[config.mk]
export PLATFORM = sky130hd
export DESIGN_NAME = irq_sum_ctrl
export DESIGN_NICKNAME = d
export VERILOG_FILES = /design/src/rtl/irq_sum_pkg.sv /design/src/rtl/irq_sum_pin.sv /design/src/rtl/irq_sum_regs.sv /design/src/rtl/irq_sum_fold.sv /design/src/rtl/irq_sum_ctrl.sv
export SDC_FILE = /design/constraint.sdc
export NUM_CORES = 1
export LEC_CHECK = 0
export ABC_AREA = 1
export ABC_CLOCK_PERIOD_IN_PS = 3300
export BUFFER_PORTS_ARGS = -buffer_cell sky130_fd_sc_hd__buf_4
export CAP_MARGIN = 20
export CORE_MARGIN = 2
export CORE_UTILIZATION = 35
export CTS_CLUSTER_DIAMETER = 100
export DETAILED_ROUTE_END_ITERATION = 6
export GPL_TIMING_DRIVEN = 0
export PLACE_DENSITY = 0.57
export SLEW_MARGIN = 20
export SYNTH_ARGS = -nofsm -noshare
export SYNTH_HDL_FRONTEND = slang
export SYNTH_HIERARCHICAL = 1
export SYNTH_SLANG_ARGS = --single-unit
[constraint.sdc]
create_clock -name clk -period 3.3 [get_ports clk]
set_input_delay 0.33 -clock clk [delete_from_list [all_inputs] [get_ports clk]]
set_output_delay 0.33 -clock clk [all_outputs]
set_load 0.05 [all_outputs]
[src/rtl/irq_sum_pkg.sv]
package irq_sum_pkg;
  localparam int ADDR_W = 16;

  localparam logic [ADDR_W-1:0] OFS_LO_CAUSE  = 16'h0004;
  localparam logic [ADDR_W-1:0] OFS_HI_CAUSE  = 16'h000C;
  localparam logic [ADDR_W-1:0] OFS_MASK_LO   = 16'h0014;
  localparam logic [ADDR_W-1:0] OFS_MASK_HI   = 16'h001C;
  localparam logic [ADDR_W-1:0] OFS_PIN_CAUSE = 16'hF108;
  localparam logic [ADDR_W-1:0] OFS_PIN_MASK  = 16'hF10C;
  localparam logic [ADDR_W-1:0] OFS_DMA_CAUSE = 16'hB800;

  typedef enum logic [2:0] {
    SEL_NONE,
    SEL_LO_CAUSE,
    SEL_HI_CAUSE,
    SEL_MASK_LO,
    SEL_MASK_HI,
    SEL_PIN_CAUSE,
    SEL_PIN_MASK,
    SEL_DMA_CAUSE
  } reg_sel_e;

  function automatic reg_sel_e decode_ofs(input logic [ADDR_W-1:0] a);
    case (a)
      OFS_LO_CAUSE:  return SEL_LO_CAUSE;
      OFS_HI_CAUSE:  return SEL_HI_CAUSE;
      OFS_MASK_LO:   return SEL_MASK_LO;
      OFS_MASK_HI:   return SEL_MASK_HI;
      OFS_PIN_CAUSE: return SEL_PIN_CAUSE;
      OFS_PIN_MASK:  return SEL_PIN_MASK;
      OFS_DMA_CAUSE: return SEL_DMA_CAUSE;
      default:       return SEL_NONE;
    endcase
  endfunction
endpackage

[src/rtl/irq_sum_pin.sv]
module irq_sum_pin #(
  parameter int DATA_W = 32,
  localparam int IDX_W = $clog2(DATA_W)
) (
  input  logic              clk,
  input  logic              rst_n,
  input  logic              load,
  input  logic [DATA_W-1:0] load_val,
  input  logic              set,
  input  logic [IDX_W-1:0]  set_idx,
  input  logic              clr,
  input  logic [IDX_W-1:0]  clr_idx,
  output logic [DATA_W-1:0] pin_cause
);
  logic [DATA_W-1:0] nxt;

  always_comb begin
    nxt = load ? load_val : pin_cause;
    if (set) nxt[set_idx] = 1'b1;
    if (clr) nxt[clr_idx] = 1'b0;
  end

  always_ff @(posedge clk) begin
    if (!rst_n) pin_cause <= '0;
    else        pin_cause <= nxt;
  end

  AST_PIN_CLR_WINS: assert property (@(posedge clk) disable iff (!rst_n)
    clr |=> !pin_cause[$past(clr_idx)]);
  AST_PIN_SET_HOLDS: assert property (@(posedge clk) disable iff (!rst_n)
    (set && !(clr && clr_idx == set_idx)) |=> pin_cause[$past(set_idx)]);
  AST_PIN_IDLE_STABLE: assert property (@(posedge clk) disable iff (!rst_n)
    (!load && !set && !clr) |=> $stable(pin_cause));
endmodule

[src/rtl/irq_sum_regs.sv]
module irq_sum_regs
  import irq_sum_pkg::*;
#(
  parameter int DATA_W = 32,
  parameter int DMA_W  = 8
) (
  input  logic              clk,
  input  logic              rst_n,
  input  logic              wr_en,
  input  reg_sel_e          wsel,
  input  logic [DATA_W-1:0] wdata,
  input  logic [DMA_W-1:0]  dma_raise,
  output logic [DATA_W-1:0] mask_lo,
  output logic [DATA_W-1:0] mask_hi,
  output logic [DATA_W-1:0] pin_mask,
  output logic [DMA_W-1:0]  dma_cause
);
  logic             wr_dma;
  logic [DMA_W-1:0] dma_kept;

  assign wr_dma   = wr_en && (wsel == SEL_DMA_CAUSE);
  assign dma_kept = wr_dma ? (dma_cause & wdata[DMA_W-1:0]) : dma_cause;

  always_ff @(posedge clk) begin
    if (!rst_n) begin
      mask_lo   <= '0;
      mask_hi   <= '0;
      pin_mask  <= '0;
      dma_cause <= '0;
    end else begin
      if (wr_en && wsel == SEL_MASK_LO) mask_lo  <= wdata;
      if (wr_en && wsel == SEL_MASK_HI) mask_hi  <= wdata;
      if (wr_en && wsel == SEL_PIN_MASK) pin_mask <= wdata;
      dma_cause <= dma_kept | dma_raise;
    end
  end

  AST_DMA_NO_NEW_BITS: assert property (@(posedge clk) disable iff (!rst_n)
    (dma_raise == '0) |=> ((dma_cause & ~$past(dma_cause)) == '0));
  AST_DMA_RAISE_KEPT: assert property (@(posedge clk) disable iff (!rst_n)
    (dma_raise != '0) |=> ((dma_cause & $past(dma_raise)) == $past(dma_raise)));
  AST_MASK_HOLD: assert property (@(posedge clk) disable iff (!rst_n)
    !wr_en |=> ($stable(mask_lo) && $stable(mask_hi) && $stable(pin_mask)));
  AST_RO_WRITE_IGNORED: assert property (@(posedge clk) disable iff (!rst_n)
    (wr_en && (wsel == SEL_HI_CAUSE || wsel == SEL_LO_CAUSE || wsel == SEL_NONE))
      |=> ($stable(mask_lo) && $stable(mask_hi) && $stable(pin_mask)));
endmodule

[src/rtl/irq_sum_fold.sv]
module irq_sum_fold #(
  parameter int DATA_W      = 32,
  parameter int DMA_W       = 8,
  parameter int GROUP_W     = 8,
  parameter int GROUP_BASE  = 24,
  parameter int DMA_SUM_BIT = 4,
  localparam int N_GROUPS   = DATA_W / GROUP_W
) (
  input  logic [DATA_W-1:0] pin_cause,
  input  logic [DATA_W-1:0] pin_mask,
  input  logic [DMA_W-1:0]  dma_cause,
  output logic [DATA_W-1:0] lo_cause,
  output logic [DATA_W-1:0] hi_cause
);
  logic [DATA_W-1:0]   pin_live;
  logic [N_GROUPS-1:0] grp_hit;

  assign pin_live = pin_cause & pin_mask;

  for (genvar g = 0; g < N_GROUPS; g++) begin : g_grp
    assign grp_hit[g] = |pin_live[g*GROUP_W +: GROUP_W];
  end

  always_comb begin
    hi_cause = '0;
    hi_cause[DMA_SUM_BIT] = |dma_cause;
    hi_cause[GROUP_BASE +: N_GROUPS] = grp_hit;
    lo_cause = '0;
  end
endmodule

[src/rtl/irq_sum_ctrl.sv]
module irq_sum_ctrl
  import irq_sum_pkg::*;
#(
  parameter int DATA_W = 32,
  parameter int DMA_W  = 8,
  localparam int IDX_W = $clog2(DATA_W)
) (
  input  logic              clk,
  input  logic              rst_n,
  input  logic              wr_en,
  input  logic              rd_en,
  input  logic [ADDR_W-1:0] addr,
  input  logic [DATA_W-1:0] wdata,
  output logic [DATA_W-1:0] rdata,
  input  logic              pin_load,
  input  logic [DATA_W-1:0] pin_load_val,
  input  logic              pin_set,
  input  logic [IDX_W-1:0]  pin_set_idx,
  input  logic              pin_clr,
  input  logic [IDX_W-1:0]  pin_clr_idx,
  input  logic [DMA_W-1:0]  dma_raise,
  output logic              irq_o
);
  reg_sel_e          sel;
  logic [DATA_W-1:0] mask_lo, mask_hi, pin_mask, pin_cause;
  logic [DMA_W-1:0]  dma_cause;
  logic [DATA_W-1:0] lo_cause, hi_cause;
  logic [DATA_W-1:0] rd_mux;
  logic              irq_nxt;

  assign sel = decode_ofs(addr);

  irq_sum_pin #(.DATA_W(DATA_W)) u_pin (
    .clk(clk), .rst_n(rst_n),
    .load(pin_load), .load_val(pin_load_val),
    .set(pin_set), .set_idx(pin_set_idx),
    .clr(pin_clr), .clr_idx(pin_clr_idx),
    .pin_cause(pin_cause)
  );

  irq_sum_regs #(.DATA_W(DATA_W), .DMA_W(DMA_W)) u_regs (
    .clk(clk), .rst_n(rst_n),
    .wr_en(wr_en), .wsel(sel), .wdata(wdata),
    .dma_raise(dma_raise),
    .mask_lo(mask_lo), .mask_hi(mask_hi),
    .pin_mask(pin_mask), .dma_cause(dma_cause)
  );

  irq_sum_fold #(.DATA_W(DATA_W), .DMA_W(DMA_W)) u_fold (
    .pin_cause(pin_cause), .pin_mask(pin_mask), .dma_cause(dma_cause),
    .lo_cause(lo_cause), .hi_cause(hi_cause)
  );

  always_comb begin
    rd_mux = '0;
    case (sel)
      SEL_LO_CAUSE:  rd_mux = lo_cause;
      SEL_HI_CAUSE:  rd_mux = hi_cause;
      SEL_MASK_LO:   rd_mux = mask_lo;
      SEL_MASK_HI:   rd_mux = mask_hi;
      SEL_PIN_CAUSE: rd_mux = pin_cause;
      SEL_PIN_MASK:  rd_mux = pin_mask;
      SEL_DMA_CAUSE: rd_mux[DMA_W-1:0] = dma_cause;
      default:       rd_mux = '0;
    endcase
  end

  assign irq_nxt = (|(lo_cause & mask_lo)) || (|(hi_cause & mask_hi));

  always_ff @(posedge clk) begin
    if (!rst_n) begin
      rdata <= '0;
      irq_o <= 1'b0;
    end else begin
      rdata <= rd_en ? rd_mux : '0;
      irq_o <= irq_nxt;
    end
  end

  AST_IRQ_QUIET: assert property (@(posedge clk) disable iff (!rst_n)
    (mask_lo == '0 && mask_hi == '0) |=> !irq_o);
  AST_RDATA_IDLE: assert property (@(posedge clk) disable iff (!rst_n)
    !rd_en |=> (rdata == '0));
  AST_UNMAPPED_RD: assert property (@(posedge clk) disable iff (!rst_n)
    (rd_en && sel == SEL_NONE) |=> (rdata == '0));
  AST_LO_READS_ZERO: assert property (@(posedge clk) disable iff (!rst_n)
    (rd_en && sel == SEL_LO_CAUSE) |=> (rdata == '0));
  AST_DMA_SUM_RD: assert property (@(posedge clk) disable iff (!rst_n)
    (rd_en && sel == SEL_HI_CAUSE) |=> (rdata[4] == (|$past(dma_cause))));
endmodule

==> flow_metrics.env <==
export IMPL_status="finished with violations"
export IMPL_violations="DRC"
export IMPL_crit_type="input port to flip-flop"
export IMPL_drcViolationCount=11
export IMPL_synth_warnings=6
export IMPL_worstRegToRegCells=10
export IMPL_yosys_area_top_type="dfxtp_1"
export IMPL_powerDensity_nw_per_um2=391
export IMPL_worst_r2r_setup_slack_ps=1410
export IMPL_rsz0062_at_grt="no"
export IMPL_firstDrtPassIters=7
export IMPL_layout_drive_gt1_share_pct=17.6
export IMPL_clkSinkCount=169
export IMPL_required_ps=3670
export IMPL_cts_made_buffers=17
export IMPL_place_inst=2033
export IMPL_placed_area_sq_um=11200
export IMPL_yosysMostFrequentCell="nand2_1"
export IMPL_first_iter_violations=952
export IMPL_power_leakage_uw=0.00529
export IMPL_synth_area_leaders="dfxtp_1 36%, nand2_1 17%, nor2_1 8.2%"
export IMPL_path_max_fanout=10
export IMPL_hold_class="input port to flip-flop"
export IMPL_postCtsResizedCells=0
export IMPL_grt_util_met2_pct=40.7
export IMPL_netlist_area_leader_share_pct=35.5
export IMPL_grt_start_max_net_pins=17
export IMPL_worst_setup_path_start_kind="input port"
export IMPL_cts_root_buf="clkbuf_16"
export IMPL_dp_hpwl_um=27700
export IMPL_fmax_ghz=0.369
export IMPL_avgSynthCellArea_sq_um=6.35
export IMPL_wl_per_cell_um=17.6
export IMPL_cts_tree="built"
export IMPL_hold_viol=0
export IMPL_post_synth_num_cell_types=30
export IMPL_grt_use_total_pct=25.7
export IMPL_ant_nets=0
export IMPL_period_needed_ps=2710
export IMPL_clock_skew_ps=12.3
export IMPL_critPathCapture="u_regs/mask_lo[6]"
export IMPL_totalNegativeSetupSlack_ps=0
export IMPL_vias_per_cell=5.05
export IMPL_end_kind="flip-flop"
export IMPL_synth_ff_type="dfxtp_1"
export IMPL_finalSetupViolCount=0
export IMPL_slowest_stage="inv_1"
export IMPL_chipWidth_um=169
export IMPL_worst_path_stages=16
export IMPL_synth_common_cells="429 x nand2_1, 209 x nor2_1, 169 x dfxtp_1, 127 x nand3_1, 115 x inv_1"
export IMPL_ys_seq_area_share_pct=35.5
export IMPL_ys_ff_latch=169
export IMPL_use_met1_pct=35.8
export IMPL_antenna_found_initial=0
export IMPL_irDropWorstVdd_uv=309
export IMPL_whs_ps=146
export IMPL_syn_to_final_growth_pct=23.7
export IMPL_die_area_sq_um=28500
export IMPL_cp_cell_sequence="buf_4, nor2_2, nand2_1, nor2_2, nand2_1, nand2_1, inv_2, nand2_1, buf_4, buf_6, buf_2, nand4_2, inv_1, buf_2, nor2_1, nor2_1"
export IMPL_busiest_layer="met2"
export IMPL_cts_setup_buffers=0
export IMPL_multi_input_area_sq_um=5020
export IMPL_syn_inst=1499
export IMPL_fp_row_count=60
export IMPL_slew_headroom_pct=48.0
export IMPL_insertion_delay_ps=440
export IMPL_final_area_sq_um=11800
export IMPL_arrival_ps=3080
export IMPL_finalCritPeriodShare_pct=82.2
export IMPL_ios=138
export IMPL_ff_latch_area_sq_um=3380
export IMPL_synth_edf_count=0
export IMPL_regToRegEndpoint="irq_o"
export IMPL_worstReg2RegStart="u_pin/pin_cause[12]"
export IMPL_clock_path_buffers=2
export IMPL_grt_overflow=0
export IMPL_via_count=10425
export IMPL_layout_nets=1816
export IMPL_drv_slew=0
export IMPL_crit_path_max_incr_delay_ps=360
export IMPL_netlist_area_sq_um=9520
export IMPL_max_slew_worst_pin_slew_ps=777
export IMPL_layout_cells_non_filler=2065
export IMPL_grt_pass1_wl_um=56000
export IMPL_die_h_um=169
export IMPL_critPathBufInv=7
export IMPL_hold_buffers=0
export IMPL_htree_num_levels=4
export IMPL_grtUsageMet3_pct=4.26
export IMPL_n_fill_cell=2854
export IMPL_grt_pass1_vias=9666
export IMPL_critPathTopFamily="buffers and inverters"
export IMPL_drv_cap=0
export IMPL_worst_path_most_repeated_cell="nand2_1"
export IMPL_async_flop_share_pct=0
export IMPL_clkTransAtPathRegs_ps=70
export IMPL_gp_congestion=0.983
export IMPL_core_sq_um=26800
export IMPL_totalWireLength_um=36400
export IMPL_numPortBuffers=135
export IMPL_start_util_pct=35.5
export IMPL_insertedDiodeCount=0
export IMPL_critPathLaunch="addr[1]"
## worst min path at each step
stage,from,end,slack (ps),cells after the start
finish,dma_raise[4],u_regs/dma_cause[4],150,3
global route,dma_raise[5],u_regs/dma_cause[5],150,3
CTS,dma_raise[4],u_regs/dma_cause[4],130,3
detailed placement,u_regs/mask_hi[3],u_regs/mask_hi[3],470,2
global placement,u_regs/pin_mask[27],u_regs/pin_mask[27],470,2
floorplan,rst_n,irq_o,440,2
## power breakdown
group / switching (uW) / internal (uW)
clock network: 924 / 1160
registers: 41.8 / 2070
logic: 224 / 189
total: 1190 / 3410
## tightest hold or removal path, cell delays in order
cell and delay, ps:
buf_4 110, inv_1 40, a21oi_1 50
## cell families after synthesis
| logic type | share of synthesized area (%) |
|---|---|
| buf+inv | 14.0 |
| flops | 35.5 |
| compound gates | 10.1 |
| simple gates | 40.3 |
| other cells | 0.0394 |
## layer usage
layer  up-vias  share of wire (%)
met3        52                7.7
met4         0                2.5
met5         -                  0
li1       5131                  -
met1      4778                 45
met2       464                 44
## area by class of cell
cell class	count	area share, %
tap	341	3.62
multi-input combinational	1128	42.6
timing repair buffer	135	8.60
clock inverter	13	1.31
inverter	127	4.06
sequential	169	28.7
buffer	133	7.28
clock buffer	19	3.76
## cell usage in the layout (no fill, tap or decap), types with 31 or more instances in the layout
master / count
a21oi_1: 80
buf_4: 204
clkbuf_1: 31
conb_1: 59
dfxtp_1: 169
inv_1: 115
nand2_1: 429
nand3_1: 127
nand4_1: 64
nor2_1: 209
o21ai_0: 68
## registers in the layout, indices dropped and copies added (netlist names)
name              cells
u_regs/mask_hi       32
u_pin/pin_cause      32
u_regs/pin_mask      32
rdata                32
irq_o                 1
u_regs/mask_lo       32
u_regs/dma_cause      8
## through the flow
step / total power, uW / setup WS (ps) / utilization, %
floorplan: 2360 / 1170 / -
global placement: 2550 / 248 / 41.7
CTS: 4630 / 682 / 43.9
detailed placement: 2560 / 243 / 41.7
global route: 4780 / 361 / 43.9
finish: 4600 / 586 / 43.9
(Power assumes the default switching activity.)
